--- src/rtl/batt_pkg.sv ---
package batt_pkg;
    localparam int NUM_LVL = 4;
    localparam int REG_W   = 8;

    localparam logic [REG_W-1:0] IDX_EN    = 8'h82;
    localparam logic [REG_W-1:0] IDX_CLR   = 8'hA2;
    localparam logic [REG_W-1:0] IDX_LVL   = 8'hA3;
    localparam logic [REG_W-1:0] IDX_SRC   = 8'hA5;
    localparam logic [REG_W-1:0] IDX_CTL   = 8'hAF;

    localparam int EN_BIT  = 5;
    localparam int SRC_BIT = 0;

    typedef enum logic [1:0] {
        DET_ARM_LO  = 2'd0,
        DET_HELD_LO = 2'd1,
        DET_ARM_HI  = 2'd2,
        DET_HELD_HI = 2'd3
    } det_state_t;

    typedef enum logic [1:0] {
        CK_OFF   = 2'd0,
        CK_HOLD  = 2'd1,
        CK_DRAIN = 2'd2
    } ck_state_t;
endpackage

--- src/rtl/batt_sync.sv ---
module batt_sync #(
    parameter int          WIDTH   = 5,
    parameter logic [WIDTH-1:0] RST_VAL = '0
) (
    input  logic             clk,
    input  logic             rst_n,
    input  logic [WIDTH-1:0] d_i,
    output logic [WIDTH-1:0] q_o
);
    logic [WIDTH-1:0] stage1;
    logic [WIDTH-1:0] stage2;

    for (genvar g = 0; g < WIDTH; g++) begin : g_bit
        always_ff @(posedge clk or negedge rst_n) begin
            if (!rst_n) begin
                stage1[g] <= RST_VAL[g];
                stage2[g] <= RST_VAL[g];
            end else begin
                stage1[g] <= d_i[g];
                stage2[g] <= stage1[g];
            end
        end
    end

    assign q_o = stage2;
endmodule

--- src/rtl/batt_bl1_det.sv ---
module batt_bl1_det
    import batt_pkg::*;
(
    input  logic clk,
    input  logic rst_n,
    input  logic lvl_i,
    input  logic en_i,
    input  logic src_rd_i,
    output logic evt_o,
    output logic held_o
);
    det_state_t state_q, state_d;

    always_ff @(posedge clk or negedge rst_n) begin
        if (!rst_n) state_q <= DET_ARM_LO;
        else        state_q <= state_d;
    end

    always_comb begin
        state_d = state_q;
        evt_o   = 1'b0;
        held_o  = 1'b0;
        unique case (state_q)
            DET_ARM_LO: begin
                if (en_i && !lvl_i) begin
                    state_d = DET_HELD_LO;
                    evt_o   = 1'b1;
                end
            end
            DET_HELD_LO: begin
                held_o = 1'b1;
                if (src_rd_i) state_d = DET_ARM_HI;
            end
            DET_ARM_HI: begin
                if (en_i && lvl_i) begin
                    state_d = DET_HELD_HI;
                    evt_o   = 1'b1;
                end
            end
            DET_HELD_HI: begin
                held_o = 1'b1;
                if (src_rd_i) state_d = DET_ARM_LO;
            end
            default: state_d = DET_ARM_LO;
        endcase
    end
endmodule

--- src/rtl/batt_clkon_fsm.sv ---
module batt_clkon_fsm
    import batt_pkg::*;
(
    input  logic clk,
    input  logic rst_n,
    input  logic evt_i,
    input  logic src_wr_i,
    input  logic refresh_i,
    output logic clk_on_o
);
    ck_state_t state_q, state_d;

    always_ff @(posedge clk or negedge rst_n) begin
        if (!rst_n) state_q <= CK_OFF;
        else        state_q <= state_d;
    end

    always_comb begin
        state_d = state_q;
        unique case (state_q)
            CK_OFF:   if (evt_i) state_d = CK_HOLD;
            CK_HOLD:  if (evt_i) state_d = CK_HOLD;
                      else if (src_wr_i) state_d = CK_DRAIN;
            CK_DRAIN: if (evt_i) state_d = CK_HOLD;
                      else if (refresh_i) state_d = CK_OFF;
            default:  state_d = CK_OFF;
        endcase
    end

    always_comb begin
        clk_on_o = 1'b0;
        unique case (state_q)
            CK_OFF:   clk_on_o = 1'b0;
            CK_HOLD:  clk_on_o = 1'b1;
            CK_DRAIN: clk_on_o = 1'b1;
            default:  clk_on_o = 1'b0;
        endcase
    end
endmodule

--- src/rtl/batt_regs.sv ---
module batt_regs
    import batt_pkg::*;
(
    input  logic               clk,
    input  logic               rst_n,
    input  logic [REG_W-1:0]   idx_i,
    input  logic               rd_i,
    input  logic               wr_i,
    input  logic [REG_W-1:0]   wdata_i,
    input  logic [NUM_LVL-1:0] lvl_i,
    input  logic               ext_i,
    input  logic               held_i,
    input  logic               evt_i,
    output logic [REG_W-1:0]   rdata_o,
    output logic               smi_en_o,
    output logic               slow_req_o,
    output logic               smi_req_o,
    output logic               src_rd_o,
    output logic               src_wr_o
);
    logic smi_en_q, slow_en_q, smi_q;
    logic wr_en, wr_ctl, wr_clr;

    assign wr_en    = wr_i && (idx_i == IDX_EN);
    assign wr_ctl   = wr_i && (idx_i == IDX_CTL);
    assign wr_clr   = wr_i && (idx_i == IDX_CLR);
    assign src_rd_o = rd_i && (idx_i == IDX_SRC);
    assign src_wr_o = wr_i && (idx_i == IDX_SRC);

    always_ff @(posedge clk or negedge rst_n) begin
        if (!rst_n) begin
            smi_en_q  <= 1'b0;
            slow_en_q <= 1'b0;
            smi_q     <= 1'b0;
        end else begin
            if (wr_en)  smi_en_q  <= wdata_i[EN_BIT];
            if (wr_ctl) slow_en_q <= wdata_i[EN_BIT];
            if (evt_i)       smi_q <= 1'b1;
            else if (wr_clr) smi_q <= 1'b0;
        end
    end

    always_comb begin
        rdata_o = '0;
        if (rd_i) begin
            unique case (idx_i)
                IDX_LVL: rdata_o[NUM_LVL-1:0] = lvl_i;
                IDX_EN:  rdata_o[EN_BIT]      = smi_en_q;
                IDX_CTL: rdata_o[EN_BIT]      = slow_en_q;
                IDX_SRC: rdata_o[SRC_BIT]     = held_i;
                default: rdata_o = '0;
            endcase
        end
    end

    assign smi_en_o   = smi_en_q;
    assign smi_req_o  = smi_q;
    assign slow_req_o = slow_en_q && !lvl_i[0] && !ext_i;
endmodule

--- src/rtl/batt_smi_ctrl.sv ---
module batt_smi_ctrl
    import batt_pkg::*;
(
    input  logic               clk,
    input  logic               rst_n,
    input  logic [NUM_LVL-1:0] bl_n_i,
    input  logic               ext_pwr_i,
    input  logic               refresh_tick_i,
    input  logic [REG_W-1:0]   reg_idx_i,
    input  logic               reg_rd_i,
    input  logic               reg_wr_i,
    input  logic [REG_W-1:0]   reg_wdata_i,
    output logic [REG_W-1:0]   reg_rdata_o,
    output logic               smi_req_o,
    output logic               slow_clk_req_o,
    output logic               clk_on_req_o
);
    localparam int SYNC_W = NUM_LVL + 1;
    localparam logic [SYNC_W-1:0] SYNC_RST = {1'b0, {NUM_LVL{1'b1}}};

    logic [SYNC_W-1:0]  pins_s;
    logic [NUM_LVL-1:0] lvl_s;
    logic               ext_s;
    logic               smi_en, evt, held, src_rd, src_wr;

    batt_sync #(.WIDTH(SYNC_W), .RST_VAL(SYNC_RST)) u_sync (
        .clk(clk), .rst_n(rst_n),
        .d_i({ext_pwr_i, bl_n_i}), .q_o(pins_s)
    );

    assign lvl_s = pins_s[NUM_LVL-1:0];
    assign ext_s = pins_s[NUM_LVL];

    batt_bl1_det u_det (
        .clk(clk), .rst_n(rst_n), .lvl_i(lvl_s[0]), .en_i(smi_en),
        .src_rd_i(src_rd), .evt_o(evt), .held_o(held)
    );

    batt_clkon_fsm u_ck (
        .clk(clk), .rst_n(rst_n), .evt_i(evt), .src_wr_i(src_wr),
        .refresh_i(refresh_tick_i), .clk_on_o(clk_on_req_o)
    );

    batt_regs u_regs (
        .clk(clk), .rst_n(rst_n), .idx_i(reg_idx_i), .rd_i(reg_rd_i),
        .wr_i(reg_wr_i), .wdata_i(reg_wdata_i), .lvl_i(lvl_s), .ext_i(ext_s),
        .held_i(held), .evt_i(evt), .rdata_o(reg_rdata_o), .smi_en_o(smi_en),
        .slow_req_o(slow_clk_req_o), .smi_req_o(smi_req_o),
        .src_rd_o(src_rd), .src_wr_o(src_wr)
    );
endmodule

--- config.mk ---
export PLATFORM = sky130hd
export DESIGN_NAME = batt_smi_ctrl
export DESIGN_NICKNAME = d
export VERILOG_FILES = /design/src/rtl/batt_pkg.sv /design/src/rtl/batt_sync.sv /design/src/rtl/batt_bl1_det.sv /design/src/rtl/batt_clkon_fsm.sv /design/src/rtl/batt_regs.sv /design/src/rtl/batt_smi_ctrl.sv
export SDC_FILE = /design/constraint.sdc
export NUM_CORES = 1
export LEC_CHECK = 0
export CAP_MARGIN = 30
export CORE_AREA = 2 2 48 50
export CTS_BUF_LIST = sky130_fd_sc_hd__clkbuf_4 sky130_fd_sc_hd__clkbuf_8 sky130_fd_sc_hd__clkbuf_16
export DETAILED_ROUTE_END_ITERATION = 7
export DIE_AREA = 0 0 50 52
export GPL_TIMING_DRIVEN = 0
export HOLD_SLACK_MARGIN = 0.06
export PLACE_DENSITY_LB_ADDON = 0.1
export REMOVE_ABC_BUFFERS = 1
export SETUP_SLACK_MARGIN = 0.15
export SYNTH_ARGS = -nofsm -noshare
export SYNTH_HDL_FRONTEND = slang
export SYNTH_SLANG_ARGS = --single-unit
--- constraint.sdc ---
create_clock -name clk -period 3.9 [get_ports clk]
set_clock_uncertainty 0.1 [all_clocks]
set_input_delay 0.39 -clock clk [delete_from_list [all_inputs] [get_ports clk]]
set_output_delay 0.39 -clock clk [all_outputs]
set_load 0.03 [all_outputs]
# After elaboration in Yosys (flattened, before gate mapping)
# Cells that the tools add are included.
# op_classes
mux	22
eq_ne	17
reduce_logical	18
# op_table
operator	count
$eq A8 B8 Y1 const B	5
$mux W2	9
$logic_and A1 B1 Y1	9
$pmux W2 S4	1
$eq A2 B2 Y1 const B	3
$mux W1	6
$mux W6	1
$ne A2 B2 Y1 const B	3
$ne A3 B3 Y1 const B	2
$pmux W1 S2	3
$pmux W2 S3	1
$eq A2 B1 Y1 const B	2
$logic_not A2 Y1	2
$ne A2 B1 Y1 const B	2
$reduce_and A4 Y1	1
$reduce_or A2 Y1	2
$mux W3	1
$reduce_and A3 Y1	1
$logic_not A1 Y1	2
$reduce_bool A2 Y1	1
# word_totals
output_inout_bits	11
regBits	17
elab_cells	72
in_bits	26

# Longest topological paths before layout
# depth
depth_word	6
depth_mapped	6

# Modules after synthesis
# From an unflattened synthesis, not the netlist that was laid out.
# hier_totals
hier_cells	83
hier_area_um2	955.9
# modules_own_cells
mod	instances	cells_per_inst	area_each_um2
batt_regs	1	35	320.3
batt_sync	1	10	260.2
batt_bl1_det	1	19	206.4
batt_clkon_fsm	1	19	168.9

# Worst setup path after synthesis
# Ideal clock, no wire load.
# synth_path
path_type	input to output
start	input port reg_idx_i[4]
end	output port reg_rdata_o[5]
path_buffers	0
path_stages	4
t_arrival_ps	1412
required_ps	3410
path_slack_ps	1998
path_cell_list	nor3b_4 > nand4b_1 > a2bb2oi_1 > nor2b_1
# synth_via
elab_chain_cells	3
elab_cells_between_ends	4
cone_classes	eq/ne (2); mux (2)
# synth_lines
element	line_no	text
start, declared	batt_smi_ctrl.sv:9	input logic [REG_W-1:0] reg_idx_i,
$eq A8 B8 Y1	batt_regs.sv:46	unique case (idx_i)
$pmux W1 S2 (*)	batt_regs.sv:46	
$mux W6 (*)	batt_regs.sv:45	if (rd_i) begin
end, declared	batt_smi_ctrl.sv:13	output logic [REG_W-1:0] reg_rdata_o,
# Mark *: on every way between the ends. The rest lies on a longest branch, timed or not.

# Final worst setup path
# layout_path
start	input port reg_idx_i[4]
end	output port reg_rdata_o[2]
# layout_via
elab_chain_cells	3
# layout_lines
element	line_no
$eq A8 B8 Y1	batt_regs.sv:46
$mux W3	batt_regs.sv:46
$mux W6	batt_regs.sv:45
# No other way between the ends.

==> results.toml <==
[worst_setup_path]
slowest_delay_ns = 0.66
worst_setup_path_start_kind = "primary input"
path_class = "in2out"
rr_worst_depth = 5
worst_setup_path_end_kind = "output pin"
critical_path_peak_fanout = 6
cp.required_ns = 3.41
crit_slowest_cell = "clkdlybuf4s50_1"
cp.arrival_ns = 2.36
crit_top_cell = "clkdlybuf4s50_1"
crit_chain = "clkdlybuf4s50_1 > nor3b_4 > nand3_1 > nor2_1 > and2_1 > clkdlybuf4s50_1"

[power_and_ir_drop]
leakage_nw = 0.5177
power_mw = 0.5009
vdd.ir_drop.worst_uv = 310.9
p_per_area_nw_per_um2 = 413.6

[global_route]
grt_max_degree = 18
grt_usage = 0.1276
grt_pass1_wl_um = 2525
grt_antenna_before_repair = 0
grt_pass1_vias = 593
grt_overflow = 0

[clock_network]
ctsHoldBuffers = 0
clk_path_buf_depth = 2
cts_tree = "yes"
cts_root_buf = "clkbuf_4"
cts.sinks = 17
clk_pin_slew_ns = 0.09
cts_buffers = 3
postCtsSetupRepairBufs = 0
cts_resized = 0
h-tree-depth = 1
clkLatencyLatePin_ns = 0.29

[sta]
hold_violations = 0
setup_violations = 0
timing.final.ws_setup_ns = 1.049
worstMarginPinSlew_ns = 0.6929
tns_ns = 0
rsz0062_at_grt = "no"
max_freq_mhz = 350.8
period_minus_slack_ns = 2.851
max_slew_margin = 0.5366
holdWs_ns = 0.2586
min_period_over_period = 0.7310
slew_viol_final = 0

[synth]
synth_ff_type = "dfrtp_1"
syn_inst = 82
yosys_warnings = 0
ys_ff_latch = 17
synth_common_cells = "9 x dfrtp_1, 8 x dfstp_2, 8 x ha_1"
synth_area_um2 = 903.4
yosysTopAreaCellShare = 0.2493
synth_edf_count = 0
synth_area_leaders = "dfrtp_1 25%, dfstp_2 23%, ha_1 11%"
async_flop_share = 1.000
synth-seq-area-share = 0.4820
yosys.cell_types.count = 32
yosysTopAreaCell = "dfrtp_1"
yosysMostFrequentCell = "dfrtp_1"
syn_area_per_cell_um2 = 11.02

[placed_design]
port-buffer-count = 26
dp.cells = 135
postPlaceCellArea_um2 = 1184
dp_hpwl_um = 1248
place_ws_ns = 1.036
place_congestion = 0.8151

[drt]
avgRoutedWirePerCell_um = 10.82
vias = 674
drc = 0
wl_um = 1504
initialDrtViolationCount = 13
via_per_inst = 4.849
postRouteAntennaNets = 0
firstDrtPassIters = 4

[cells_and_area]
diodes = 0
area_growth_pct = 34.07
finalNonFillerCells = 139
post-route-util = 0.5752
layout.nets = 146
drive_gt1_frac = 0.1802
final_cell_area_um2 = 1211

[floorplanning]
core_um2 = 2106
io_pins = 37
die_h_um = 52
rows = 17
die_area_um2 = 2600
fp.dieW_um = 50
initial_core_util = 0.4290

[outcome]
status = "finished, final reports clean"

[hold_path]
hold_class = "reg2reg"
min_path_cells = 0

[flow_run]
cap_viol_max_count = 0
## where the power goes
group          leakage [nW]  switching, mW  internal [mW]  total [mW]
Combinational         0.304         0.0950         0.0924       0.187
Clock                0.0177         0.0532         0.0381      0.0913
Sequential            0.196         0.0185          0.204       0.222
Total                 0.518          0.167          0.334       0.501
## routing by layer
metal  GRT usage  vias to the layer above  wire length [µm]
li1            -                      335                 -
met1      0.1544                      318               636
met2      0.2237                       21               789
met3     0.02874                        0                78
met4     0.04167                        0                 0
met5           0                        -                 0
## final timing paths
check	from	slack, ns	to
worst max-delay path	reg_idx_i[4]	1.05	reg_rdata_o[2]
worst min-delay path	u_sync.stage1[1]	0.26	u_sync.q_o[1]
worst max register to register	u_ck.state_q[1]	2.19	u_ck.state_q[1]
worst min register to register	u_sync.stage1[1]	0.26	u_sync.q_o[1]
max in group asynchronous	rst_n	2.84	u_ck.state_q[1]
min in group asynchronous	rst_n	0.41	u_sync.stage1[4]
## logic make-up after synthesis
logic type                 Yosys count  share of synthesized area
buffers and inverters                9                    0.04986
adders and majority gates            8                     0.1108
DFF                                 17                     0.4820
other                                1                   0.004151
muxes                                4                    0.04986
AOI/OAI and AO/OA                   11                    0.08589
and+or+nand+nor                     32                     0.2175
## worst max-delay path: cells and delay by family
kind,cells,cell delay [ns]
buffers and inverters,2,1.10
AND/OR/NAND/NOR,4,0.86
## cells in the final DEF, fill, tap and decap left out, types with 2 or more instances in the layout
cell type        Yosys  final
clkdlybuf4s50_1      0     26
dfrtp_1              9      9
ha_1                 8      8
dfstp_2              8      8
inv_1                6      6
nor2_1               6      6
nand2_1              6      6
mux2_2               4      4
nand3_1              3      3
and2_1               3      3
conb_1               1      3
clkbuf_4             0      3
nor3b_1              2      2
nand2b_1             2      2
a21oi_1              2      2
o21ai_0              2      2
## cell type report
type / instances / area, µm²
clock buffers: 3 / 22.52
inverters: 6 / 22.52
well taps: 28 / 35.03
flip-flops and latches: 17 / 435.4
clock inverters: 1 / 5.005
fillers: 160 / 894.6
multi-input cells: 58 / 430.4
repair buffers: 26 / 260.3
## flip-flops by register name, indices dropped and copies added (netlist names)
register / cells
u_sync.q_o: 5
u_sync.stage1: 5
u_ck.state_q: 2
u_det.state_q: 2
u_regs.slow_en_q: 1
u_regs.smi_en_o: 1
u_regs.smi_req_o: 1
No activity file was read; power rests on OpenSTA's default activity.
